[config.mk]
export PLATFORM = sky130hd
export DESIGN_NAME = vacs_unit
export DESIGN_NICKNAME = d
export VERILOG_FILES = /design/src/rtl/vacs_pkg.sv /design/src/rtl/vacs_rst_sync.sv /design/src/rtl/vacs_branch_metric.sv /design/src/rtl/vacs_acs_cell.sv /design/src/rtl/vacs_min_sel.sv /design/src/rtl/vacs_unit.sv
export SDC_FILE = /design/constraint.sdc
export NUM_CORES = 1
export LEC_CHECK = 0
export ABC_AREA = 1
export BUFFER_PORTS_ARGS = -buffer_cell sky130_fd_sc_hd__buf_2
export CAP_MARGIN = 20
export CORE_UTILIZATION = 56
export CTS_BUF_LIST = sky130_fd_sc_hd__clkbuf_16
export CTS_CLUSTER_SIZE = 40
export DETAILED_ROUTE_END_ITERATION = 8
export PLACE_DENSITY = 0.87
export SLEW_MARGIN = 20
export SYNTH_ARGS = -nofsm -noshare
export SYNTH_HDL_FRONTEND = slang
export SYNTH_HIERARCHICAL = 1
export SYNTH_SLANG_ARGS = --single-unit
[constraint.sdc]
create_clock -name clk -period 5.39 [get_ports clk]
set_input_delay 1.617 -clock clk [delete_from_list [all_inputs] [get_ports clk]]
set_output_delay 1.617 -clock clk [all_outputs]
set_load 0.02 [all_outputs]
[src/rtl/vacs_pkg.sv]
package vacs_pkg;
  localparam int NUM_ST = 4;
  localparam int ST_W   = 2;

  // Expected code symbol on the branch leaving state s with input u.
  function automatic logic [1:0] exp_sym(input logic [1:0] s, input logic u);
    logic [1:0] r;
    case ({s, u})
      3'b000: r = 2'b00;
      3'b001: r = 2'b11;
      3'b010: r = 2'b11;
      3'b011: r = 2'b00;
      3'b100: r = 2'b10;
      3'b101: r = 2'b01;
      3'b110: r = 2'b01;
      default: r = 2'b10;
    endcase
    return r;
  endfunction
endpackage

[src/rtl/vacs_rst_sync.sv]
module vacs_rst_sync (
  input  logic clk,
  input  logic rst_n,
  output logic rst_sync_n
);
  logic [1:0] stage_q;

  always_ff @(posedge clk or negedge rst_n) begin
    if (!rst_n) stage_q <= 2'b00;
    else        stage_q <= {stage_q[0], 1'b1};
  end

  assign rst_sync_n = stage_q[1];
endmodule

[src/rtl/vacs_branch_metric.sv]
module vacs_branch_metric (
  input  logic [1:0]       rx_sym,
  output logic [3:0][1:0]  dist_by_label
);
  // One Hamming distance for each of the four possible labels.
  always_comb begin
    for (int l = 0; l < 4; l++) begin
      logic [1:0] diff;
      diff = rx_sym ^ 2'(l);
      dist_by_label[l] = 2'(diff[1]) + 2'(diff[0]);
    end
  end
endmodule

[src/rtl/vacs_acs_cell.sv]
module vacs_acs_cell #(
  parameter int PM_W = 6
) (
  input  logic [PM_W-1:0] pm_even,
  input  logic [1:0]      bm_even,
  input  logic [PM_W-1:0] pm_odd,
  input  logic [1:0]      bm_odd,
  output logic [PM_W-1:0] pm_new,
  output logic            pick_odd
);
  logic [PM_W-1:0] cand_even, cand_odd;

  always_comb begin
    cand_even = pm_even + PM_W'(bm_even);
    cand_odd  = pm_odd  + PM_W'(bm_odd);
    pick_odd  = (cand_odd < cand_even);
    pm_new    = pick_odd ? cand_odd : cand_even;
  end
endmodule

[src/rtl/vacs_min_sel.sv]
module vacs_min_sel #(
  parameter int PM_W = 6,
  parameter int N    = 4,
  localparam int IW  = $clog2(N)
) (
  input  logic [N-1:0][PM_W-1:0] metrics,
  output logic [IW-1:0]          idx
);
  always_comb begin
    idx = '0;
    for (int i = 1; i < N; i++) begin
      if (metrics[i] < metrics[idx]) idx = IW'(i);
    end
  end
endmodule

[src/rtl/vacs_unit.sv]
module vacs_unit #(
  parameter int PM_W    = 6,
  parameter int INIT_PM = 16
) (
  input  logic                           clk,
  input  logic                           rst_n,
  input  logic                           in_valid,
  input  logic [1:0]                     rx_sym,
  output logic                           out_valid,
  output logic [vacs_pkg::NUM_ST-1:0]    dec,
  output logic [vacs_pkg::NUM_ST*PM_W-1:0] pm_flat,
  output logic [vacs_pkg::ST_W-1:0]      min_state
);
  import vacs_pkg::*;

  localparam int NS = NUM_ST;

  logic rst_sync_n;
  logic [3:0][1:0]         dist_tab;
  logic [NS-1:0][PM_W-1:0] pm_q, pm_d, pm_acs, pm_norm;
  logic [NS-1:0]           dec_q, dec_d, dec_acs;
  logic                    ov_q, ov_d;
  logic                    all_top;

  vacs_rst_sync u_rst (
    .clk        (clk),
    .rst_n      (rst_n),
    .rst_sync_n (rst_sync_n)
  );

  vacs_branch_metric u_bm (
    .rx_sym        (rx_sym),
    .dist_by_label (dist_tab)
  );

  for (genvar n = 0; n < NS; n++) begin : g_st
    localparam logic [1:0] PRED_E = 2'((n % 2) * 2);
    localparam logic [1:0] PRED_O = 2'((n % 2) * 2 + 1);
    localparam logic       BIT_U  = 1'(n / 2);
    localparam logic [1:0] LAB_E  = exp_sym(PRED_E, BIT_U);
    localparam logic [1:0] LAB_O  = exp_sym(PRED_O, BIT_U);

    vacs_acs_cell #(.PM_W(PM_W)) u_acs (
      .pm_even  (pm_q[PRED_E]),
      .bm_even  (dist_tab[LAB_E]),
      .pm_odd   (pm_q[PRED_O]),
      .bm_odd   (dist_tab[LAB_O]),
      .pm_new   (pm_acs[n]),
      .pick_odd (dec_acs[n])
    );
  end

  // Common subtraction of half the range once every metric passes it.
  always_comb begin
    all_top = 1'b1;
    for (int n = 0; n < NS; n++) all_top &= pm_acs[n][PM_W-1];
    for (int n = 0; n < NS; n++) begin
      pm_norm[n] = pm_acs[n];
      if (all_top) pm_norm[n][PM_W-1] = 1'b0;
    end
  end

  always_comb begin
    pm_d  = pm_q;
    dec_d = dec_q;
    ov_d  = in_valid;
    if (in_valid) begin
      pm_d  = pm_norm;
      dec_d = dec_acs;
    end
  end

  always_ff @(posedge clk or negedge rst_sync_n) begin
    if (!rst_sync_n) begin
      for (int n = 0; n < NS; n++)
        pm_q[n] <= (n == 0) ? '0 : PM_W'(INIT_PM);
      dec_q <= '0;
      ov_q  <= 1'b0;
    end else begin
      ov_q <= ov_d;
      if (in_valid) begin
        pm_q  <= pm_d;
        dec_q <= dec_d;
      end
    end
  end

  vacs_min_sel #(.PM_W(PM_W), .N(NS)) u_min (
    .metrics (pm_q),
    .idx     (min_state)
  );

  assign out_valid = ov_q;
  assign dec       = dec_q;
  assign pm_flat   = pm_q;
endmodule

==> summary.md, run 1 <==
| Metric | Value |
|---|---|
| Area occupied by multi-input gates | `2750 sq um` |
| Maximum clock rate | `approximately 0.19 GHz` |
| Crit start category | `register` |
| DIE HEIGHT | `around 85 microns` |
| Ant. Diodes | `0` |
| CP top delay family | `simple AND/OR/NAND/NOR gates` |
| Tightest Pin Transition | `roughly 0.53 ns` |
| Vias | `around 3800` |
| Slowest CP cell | `dfrtp_2` |
| Worst Skew | `roughly 0.0049 ns` |
| Worst path cell trace | `inv_2 -> ha_4 -> nand2_4 -> nor2_1 -> nand2_2 -> nand2_4 -> nand2_2 -> o21ai_2 -> ha_1 -> a21oi_2 -> nor2_2 -> a211oi_4 -> nand2_4 -> nand2_2 -> o21ai_2 -> ha_1 -> a21oi_2 -> nor2_1 -> a211oi_2 -> nand2_1 -> nand2_1 -> buf_6` |
| Pre-antenna DRT Iters | `4` |
| Worst-path clk slew | `approximately 0.050 ns` |
| CP Class | `reg -> out` |
| Port bufs | `35` |
| Most common cell after layout, fill and taps aside | `nand2_1` |
| DPL Wire Length | `7470 microns` |
| CTS Buf Count | `5` |
| Area added between synthesis and finish | `16.3%` |
| Vias in the first global route | `between 3000 and 4000` |
| Die width | `~85 microns` |
| Period minus WS final | `approximately 5.3 ns` |
| Wirelength per Cell | `around 14 microns` |
| Reg area | `782 sq um` |
| Crit. End Element | `output port` |
| Initial Util | `roughly 60%` |
| Syn_area_per_cell | `approximately 6.5 sq um` |
| CTS Sinks | `31` |
| Share of cells above drive strength 1 | `about 17%` |
| CP Max Fanout | `7` |
| Post-Place Cells | `709` |
| Status | `finished, final reports clean` |
| Worst min-delay path category | `reg -> async` |
| Worst-Skew Late Latency | `between 0.2 and 0.3 ns` |
| RD Place Congestion | `approximately 0.94` |
| Relative slew slack | `~65%` |
| FF+latch count, synth | `31` |
| GR Util All Layers | `28.5%` |
| Layout Nets | `a little over 700` |
| Row cnt | `29` |
| Antenna-violating nets left | `0` |
| Post-synthesis sequential area ratio | `just over 20%` |
| Final hold vios | `0` |
| Die Area | `between 7000 and 8000 sq um` |
| Worst-case clock buffer depth | `2` |
| WP data arrival | `3.73 ns` |
| Final Max Tran Viols | `0` |
| CTS tree | `done` |
| Fillers | `approximately 530` |
| Drc violations | `0` |
| CTS Root Buffer Type | `clkbuf_16` |
| Tcrit/Tclk final | `between 90% and 100%` |
| Synth Cell Area | `3870 sq um` |
| Req. time, crit path | `approximately 3.8 ns` |
| Core Area | `between 6000 and 7000 sq um` |
| Top Ports | `36` |
| RSZ-0062 raised after global routing | `true` |
| Global route total overflow | `0` |
| H-tree Lvls | `2` |
| First-pass GRT wire length | `about 16000 microns` |
| Setup violators final | `0` |
| Final WL | `around 10000 microns` |
| Unique cell type count in the Yosys netlist | `26` |
| DRT iter0 DRCs | `213` |
| Initial antenna violation count | `0` |
| # Max-Cap Violations | `0` |
| Syn_nets | `between 600 and 700` |
| CP Buf/Inv Count | `2` |
| Mapped Cells | `around 600` |
| Finished Layout Cells | `730` |
| Max incr delay on CP | `about 0.42 ns` |
| Most frequent cells in the layout | `nand2_1 (274), inv_1 (97), ha_1 (51), nand3_1 (39), buf_2 (33)` |
| Warnings from Yosys | `6` |
| Number of vias per cell | `roughly 5.2` |
| Largest net degree at the start of global routing | `31` |
## Yosys cell counts, drive strengths merged
cell / n / area share [%]
nand2: 292 / 29
inv: 102 / 9.9
ha: 55 / 18
nand3: 39 / 5.0
dfrtp: 28 / 18
xor2: 16 / 4.4
nor2: 13 / 1.5
o21ai: 10 / 1.3
buf: 9 / 2.1
fa: 8 / 4.1
nand3b: 8 / 1.6
a21oi: 7 / 1.2
xnor2: 4 / 0.90
dfstp: 3 / 2.0
a211oi: 2 / 0.71
conb: 1 / 0.097
nand4: 1 / 0.16
## registers in the layout (all words and copies together) (netlist names)
signal,cells
pm_flat,24
dec,4
u_rst/stage_q,2
out_valid,1
## path summary, 6_finish.rpt
path | cells past startpoint | slack [ns] | to | from
worst min-delay path | 0 | 0.15 | out_valid | u_rst/stage_q[1]
max in group asynchronous | 1 | 4.19 | u_rst/stage_q[1] | rst_n
worst min register to register | 0 | 0.15 | out_valid | u_rst/stage_q[1]
min in group clk | 0 | 0.35 | u_rst/stage_q[1] | u_rst/stage_q[0]
worst max-delay path | 22 | 0.05 | min_state[1] | pm_flat[4]
worst max register to register | 16 | 2.28 | pm_flat[5] | pm_flat[0]
## layer usage
metal	vias to the layer above	wire length, microns	track usage, %
met4	0	407	12.6
met2	120	4950	52.7
met1	1755	4150	32.8
met3	30	539	3.40
li1	1919	-	-
met5	-	0	0
## logic make-up (layout without fill, tap and decap cells)
group | after synthesis | count (layout) | synth area share (%)
AO/OA/AOI/OAI | 19 | 19 | 3.20
adder cells (fa/ha/maj) | 63 | 63 | 21.9
flip-flops | 31 | 31 | 20.1
AND/OR/NAND/NOR | 353 | 355 | 37.4
other | 1 | 1 | 0.0968
XOR/XNOR | 20 | 20 | 5.30
buffers and inverters | 111 | 164 | 12.0
## worst register-to-register path, stage by stage, from the launching register on
cell     delay, ns
dfrtp_1       0.47
ha_1          0.27
fa_1          0.41
nand3_1       0.11
xor2_1        0.21
inv_1         0.07
ha_1          0.27
nand2_1       0.07
inv_1         0.04
nand2_1       0.05
nand2_1       0.06
a21oi_1       0.36
nand2_1       0.10
nand2_1       0.16
nand4_1       0.16
nand2_1       0.11
nand2_1       0.07
## layout make-up
cell class | instances | share of cell area, %
Inverter | 102 | 8.56
Timing Repair Buffer | 54 | 7.33
Clock buffer | 5 | 2.78
Clock inverter | 3 | 0.861
Tap cell | 77 | 2.14
Sequential cell | 31 | 17.4
Multi-Input combinational cell | 458 | 61.0
## stage by stage
| step | setup TNS [ns] | area (sq um) | utilization (%) | hold WS (ns) | setup slack [ns] |
|---|---|---|---|---|---|
| floorplan | 0 | 3870 | - | 0.331 | 0.225 |
| global placement | 0 | 4120 | 63.5 | 0.161 | 0.303 |
| detailed placement | 0 | 4120 | 63.5 | 0.165 | 0.177 |
| CTS | 0 | 4300 | 66.3 | 0.170 | 0.0222 |
| global route | -0.361 | 4500 | 69.4 | 0.198 | -0.190 |
| finish | 0 | 4500 | 69.4 | 0.153 | 0.0452 |
## repair_timing
action	CTS	global route
pin swaps	0	14
gates cloned	0	2
hold buffers	0	0
resized for setup	5	27
endpoints found under the setup margin	2	2
buffers inserted	1	10
Power of run 1 is left out: the tool's default activity adds up to more than one toggle a clock period on the data nets, which glitch-free logic cannot reach.
==> run 2, diff against run 1 <==
CTS_BUF_LIST = sky130_fd_sc_hd__clkbuf_8   (was sky130_fd_sc_hd__clkbuf_16)
PLACE_DENSITY = 0.83   (was 0.87)
==> summary.md, run 2 (synthesis results as in run 1) <==
| Metric | Value |
|---|---|
| Worst-path clk slew | `0.07 ns (was 0.05 ns)` |
| Ant. Diodes | `0 (unchanged)` |
| Die width | `85.2 microns (unchanged)` |
| Largest net degree at the start of global routing | `31 (unchanged)` |
| Vias | `3837 (was 3824)` |
| Tightest Pin Transition | `0.548 ns (was 0.525 ns)` |
| Worst Setup SP | `pm_flat[3] (was pm_flat[4])` |
| Most frequent cells in the layout | `nand2_1 (275), inv_1 (100), ha_1 (52), nand3_1 (39), buf_2 (33) (was nand2_1 (274), inv_1 (97), ha_1 (51), nand3_1 (39), buf_2 (33))` |
| Wirelength per Cell | `13.5 microns (was 13.8 microns)` |
| Antenna-violating nets left | `0 (unchanged)` |
| Setup violators final | `0 (unchanged)` |
| DRT iter0 DRCs | `196 (was 213)` |
| DIE HEIGHT | `85.2 microns (unchanged)` |
| Worst-Skew Late Latency | `0.29 ns (was 0.28 ns)` |
| Row cnt | `29 (unchanged)` |
| Most used cell, CP | `nand2_1` |
| Fillers | `558 (was 529)` |
| Worst Skew | `0.00384 ns (was 0.00494 ns)` |
| GR Util All Layers | `27.8% (was 28.5%)` |
| Pre-antenna DRT Iters | `5 (was 4)` |
| Worst path cell trace | `inv_1 -> ha_1 -> nand2_2 -> nand2_2 -> a21oi_4 -> nand2_4 -> nand2_2 -> o21ai_2 -> ha_1 -> buf_4 -> a211oi_4 -> nand2_4 -> buf_4 -> buf_4 -> nand2_1 -> o21ai_1 -> ha_1 -> nand2_1 -> nand2_1 -> nand2_1 -> nand2_1 -> nand2_1 -> buf_4 (was inv_2 -> ha_4 -> nand2_4 -> nor2_1 -> nand2_2 -> nand2_4 -> nand2_2 -> o21ai_2 -> ha_1 -> a21oi_2 -> nor2_2 -> a211oi_4 -> nand2_4 -> nand2_2 -> o21ai_2 -> ha_1 -> a21oi_2 -> nor2_1 -> a211oi_2 -> nand2_1 -> nand2_1 -> buf_6)` |
| CP top delay family | `adder cells (was simple AND/OR/NAND/NOR gates)` |
| RD Place Congestion | `0.968 (was 0.945)` |
| Core Area | `6490 sq um (unchanged)` |
| Share of cells above drive strength 1 | `16.3% (was 17.2%)` |
| Hold_buf cts | `0 (unchanged)` |
| Most common cell after layout, fill and taps aside | `nand2_1 (unchanged)` |
| Initial antenna violation count | `0 (unchanged)` |
| Final WL | `9870 microns (was 10000 microns)` |
| Max reg flops | `24 (unchanged)` |
| Die Area | `7250 sq um (unchanged)` |
| Grt peak-use layer | `met2 (unchanged)` |
| Port bufs | `35 (unchanged)` |
| Req. time, crit path | `3.77 ns (about the same)` |
| CP Max Fanout | `6 (was 7)` |
| CTS Buf Count | `5 (unchanged)` |
| DPL Wire Length | `7330 microns (was 7470 microns)` |
| Number of vias per cell | `5.24 (about the same)` |
| # Max-Cap Violations | `0 (unchanged)` |
| M2 GR Usage | `51.2% (was 52.7%)` |
| CP Class | `reg -> out (unchanged)` |
| H-tree Lvls | `2 (unchanged)` |
| Final core occ | `67.9% (was 69.4%)` |
| Initial Util | `59.6% (unchanged)` |
| Final hold vios | `0 (unchanged)` |
| Tcrit/Tclk final | `99.4% (was 99.2%)` |
| Maximum clock rate | `0.187 GHz (about the same)` |
| WP data arrival | `3.74 ns (was 3.73 ns)` |
| Vias in the first global route | `3584 (was 3593)` |
| Global Route met1 Usage | `32.7% (was 32.8%)` |
| GR Util met3 | `3.40% (unchanged)` |
| CTS Sinks | `31 (unchanged)` |
| CTS Root Buffer Type | `clkbuf_8 (was clkbuf_16)` |
| CTS tree | `done (unchanged)` |
| CP Buf/Inv Count | `5 (was 2)` |
| Slowest CP cell | `dfrtp_1 (was dfrtp_2)` |
| Crit. End Element | `output port (unchanged)` |
| Worst min-delay path category | `reg -> async (unchanged)` |
| Layout Nets | `722 (was 720)` |
| Final Max Tran Viols | `0 (unchanged)` |
| Status | `finished, final reports clean (unchanged)` |
| Drc violations | `0 (unchanged)` |
| Setup slack, reg-to-reg | `2.34 ns (was 2.28 ns)` |
| R2R Path Start | `pm_flat[0] (unchanged)` |
| First-pass GRT wire length | `15900 microns (was 16300 microns)` |
| Reg2reg end | `pm_flat[5] (unchanged)` |
| Period minus WS final | `5.36 ns (was 5.34 ns)` |
| Crit start category | `register (unchanged)` |
| Top Ports | `36 (unchanged)` |
| Worst R2R Path Depth | `16 (unchanged)` |
| Global route total overflow | `0 (unchanged)` |
| Max incr delay on CP | `0.38 ns (was 0.42 ns)` |
| Relative slew slack | `63.5% (was 65.0%)` |
| Area added between synthesis and finish | `13.8% (was 16.3%)` |
| Worst-case clock buffer depth | `2 (unchanged)` |
==> run 2: changes by cell type in the layout (fill, tap and decap cells not counted), sizes merged <==
cell | previous run | this run
bufinv | 1 | 0
clkinv | 2 | 0
clkbuf | 5 | 7
buf | 54 | 56
clkinvlp | 0 | 1
==> run 2: metal layers <==
| layer | vias up | routed length, microns |
|---|---|---|
| li1 | 1921 | - |
| met1 | 1772 | 4100 |
| met2 | 110 | 5010 |
| met3 | 34 | 408 |
| met4 | 0 | 345 |
| met5 | - | 0 |
==> run 2: worst max-delay path by stage <==
stage | depth (start not counted) | endpoint | slack (ns)
after floorplan | 22 | min_state[0] | 0.23
after global placement | 21 | min_state[1] | 0.33
after detailed placement | 21 | min_state[1] | 0.18
after CTS | 21 | min_state[0] | 0.006
after global routing | 23 | min_state[0] | -0.06
final | 23 | min_state[0] | 0.03
==> run 2: layout make-up <==
cell class	instances	area (sq um)	area share, %
Timing Repair Buffer	56	338	7.66
Clock buffer	7	96.3	2.19
Clock inverter	1	7.51	0.170
Multi-Input combinational cell	458	2710	61.4
Sequential cell	31	782	17.7
Inverter	102	383	8.68
Tap cell	77	96.3	2.19
==> run 2: through the flow <==
| stage | setup WS, ns | hold WS [ns] | instance area (sq um) | TNS, ns | std cells |
|---|---|---|---|---|---|
| 2_1_floorplan | 0.225 | 0.331 | 3870 | 0 | 598 |
| 3_3_place_gp | 0.334 | 0.254 | 4140 | 0 | 711 |
| 3_5_place_dp | 0.183 | 0.253 | 4140 | 0 | 711 |
| 4_1_cts | 0.00589 | 0.265 | 4250 | 0 | 719 |
| 5_1_grt | -0.0626 | 0.291 | 4410 | -0.120 | 732 |
| 6_report | 0.0304 | 0.245 | 4410 | 0 | 732 |
==> run 2: timing repair <==
item	CTS	global route
setup buffers	0	11
gates resized for setup	6	14
endpoints found under the setup margin	2	2
gates cloned	0	2
pin swaps	0	5
Power of run 2 is left out for the same reason.
==> run 3, diff against run 2 <==
PLACE_DENSITY = 0.73   (was 0.83)
==> summary.md, run 3 (synthesis results as in run 1) <==
| Metric | Value |
|---|---|
| Worst-Skew Late Latency | `0.29 ns (about the same)` |
| First-pass GRT wire length | `16100 microns (was 15900 microns)` |
| Hold_ws | `0.248 ns (was 0.245 ns)` |
| DPL Wire Length | `7530 microns (was 7330 microns)` |
| Die width | `85.2 microns (unchanged)` |
| Tightest Pin Transition | `0.579 ns (was 0.548 ns)` |
| Initial antenna violation count | `0 (unchanged)` |
| Crit. End Element | `output port (unchanged)` |
| Tcrit/Tclk final | `98.9% (was 99.4%)` |
| Core Area | `6490 sq um (unchanged)` |
| CTS Root Buffer Type | `clkbuf_8 (unchanged)` |
| Hold_buf cts | `0 (unchanged)` |
| Max reg flops | `24 (unchanged)` |
| Pre-antenna DRT Iters | `5 (unchanged)` |
| DIE HEIGHT | `85.2 microns (unchanged)` |
| Most used cell, CP | `nand2_1 (unchanged)` |
| Most frequent cells in the layout | `nand2_1 (275), inv_1 (98), ha_1 (52), nand3_1 (39), buf_2 (33) (was nand2_1 (275), inv_1 (100), ha_1 (52), nand3_1 (39), buf_2 (33))` |
| # Max-Cap Violations | `0 (unchanged)` |
| Setup slack, reg-to-reg | `2.36 ns (was 2.34 ns)` |
| Final Max Tran Viols | `0 (unchanged)` |
| Req. time, crit path | `3.77 ns (about the same)` |
| Number of vias per cell | `5.23 (was 5.24)` |
| Largest net degree at the start of global routing | `31 (unchanged)` |
| Setup violators final | `0 (unchanged)` |
| Top Ports | `36 (unchanged)` |
| Worst min-delay path category | `reg -> async (unchanged)` |
| Vias | `3813 (was 3837)` |
| Reg2reg end | `pm_flat[11] (was pm_flat[5])` |
| Drc violations | `0 (unchanged)` |
| Final hold vios | `0 (unchanged)` |
| Layout Nets | `719 (was 722)` |
| CP Class | `reg -> out (unchanged)` |
| Final core occ | `68.0% (was 67.9%)` |
| Row cnt | `29 (unchanged)` |
| M2 GR Usage | `52.9% (was 51.2%)` |
| Slowest CP cell | `dfstp_2 (was dfrtp_1)` |
| Crit start category | `register (unchanged)` |
| Port bufs | `35 (unchanged)` |
| H-tree Lvls | `2 (unchanged)` |
| Setup TNS Final | `0 ns (unchanged)` |
| Grt peak-use layer | `met2 (unchanged)` |
| Vias in the first global route | `3565 (was 3584)` |
| Worst R2R Path Depth | `16 (unchanged)` |
| Die Area | `7250 sq um (unchanged)` |
| Most common cell after layout, fill and taps aside | `nand2_1 (unchanged)` |
| Worst-case clock buffer depth | `2 (unchanged)` |
| Worst Skew | `0.00675 ns (was 0.00384 ns)` |
| Antenna-violating nets left | `0 (unchanged)` |
| GR Util met3 | `3.70% (was 3.40%)` |
| R2R Path Start | `pm_flat[0] (unchanged)` |
| Max incr delay on CP | `0.53 ns (was 0.38 ns)` |
| Status | `finished, final reports clean (unchanged)` |
| CP Max Fanout | `6 (unchanged)` |
| Final WL | `9920 microns (was 9870 microns)` |
| Area added between synthesis and finish | `14.0% (was 13.8%)` |
| CTS Sinks | `31 (unchanged)` |
| Global Route met1 Usage | `32.3% (was 32.7%)` |
| GR Util All Layers | `28.3% (was 27.8%)` |
| Maximum clock rate | `0.188 GHz (was 0.187 GHz)` |
| CTS tree | `done (unchanged)` |
| Ant. Diodes | `0 (unchanged)` |
| Share of cells above drive strength 1 | `16.4% (was 16.3%)` |
| Global route total overflow | `0 (unchanged)` |
| RD Place Congestion | `0.897 (was 0.968)` |
| Period minus WS final | `5.33 ns (was 5.36 ns)` |
| Worst-path clk slew | `0.07 ns (about the same)` |
| Initial Util | `59.6% (unchanged)` |
| Wirelength per Cell | `13.6 microns (was 13.5 microns)` |
| Relative slew slack | `61.4% (was 63.5%)` |
| WP data arrival | `3.71 ns (was 3.74 ns)` |
| Worst path cell trace | `ha_1 -> nand2_2 -> inv_2 -> a21oi_4 -> nand2_4 -> o21ai_4 -> ha_4 -> a21oi_2 -> nor2_1 -> a211oi_4 -> nand2_4 -> nand2_1 -> o21ai_1 -> ha_1 -> nand2_1 -> nor2_1 -> a211oi_1 -> nand2_1 -> nand2_1 -> buf_4 (was inv_1 -> ha_1 -> nand2_2 -> nand2_2 -> a21oi_4 -> nand2_4 -> nand2_2 -> o21ai_2 -> ha_1 -> buf_4 -> a211oi_4 -> nand2_4 -> buf_4 -> buf_4 -> nand2_1 -> o21ai_1 -> ha_1 -> nand2_1 -> nand2_1 -> nand2_1 -> nand2_1 -> nand2_1 -> buf_4)` |
| DRT iter0 DRCs | `209 (was 196)` |
| CTS Buf Count | `5 (unchanged)` |
[run 3: changes by cell type in the layout (fill, tap and decap cells not counted), sizes merged]
cell,change
buf,-3
[run 3: worst max-delay path: cells and delay by family, from the launching register on]
family                   cells  cell delay [ns]
AO/OA/AOI/OAI                6             1.12
adder cells (fa/ha/maj)      3             0.79
buffers and inverters        2             0.19
flip-flops                   1             0.53
AND/OR/NAND/NOR              9             0.82
[run 3: through the flow]
step / setup WS, ns / area, sq um / std cells
2_1_floorplan: 0.225 / 3870 / 598
3_3_place_gp: 0.295 / 4150 / 712
3_5_place_dp: 0.190 / 4150 / 712
4_1_cts: 0.00544 / 4250 / 720
5_1_grt: -0.144 / 4410 / 729
6_report: 0.0583 / 4410 / 729
[run 3: worst max path at each step]
stage	startpoint	end	slack (ns)	cells after the start
floorplan	pm_flat[3]	min_state[0]	0.23	22
global placement	pm_flat[5]	min_state[1]	0.29	21
detailed placement	pm_flat[5]	min_state[1]	0.19	21
CTS	pm_flat[5]	min_state[1]	0.005	21
global route	pm_flat[3]	min_state[1]	-0.14	21
finish	pm_flat[10]	min_state[1]	0.06	20
[run 3: area by class of cell]
type                            instances  area, sq um
Clock buffer                            7         96.3
Clock inverter                          1         7.51
Fill cell                             627         2080
Inverter                              102          383
Multi-Input combinational cell        458         2730
Sequential cell                        31          782
Tap cell                               77         96.3
Timing Repair Buffer                   53          315
[run 3: what timing repair did]
action,in CTS,in global routing
gates cloned,0,2
setup endpoints to repair,2,2
pin swaps,0,5
buffers inserted,0,7
gates resized for setup,4,22
[run 3: metal layers]
| layer | vias up | wire length, microns |
|---|---|---|
| met1 | 1736 | 4110 |
| li1 | 1924 | - |
| met4 | 0 | 338 |
| met5 | - | 0 |
| met3 | 29 | 440 |
| met2 | 124 | 5030 |
Power of run 3 is left out for the same reason.
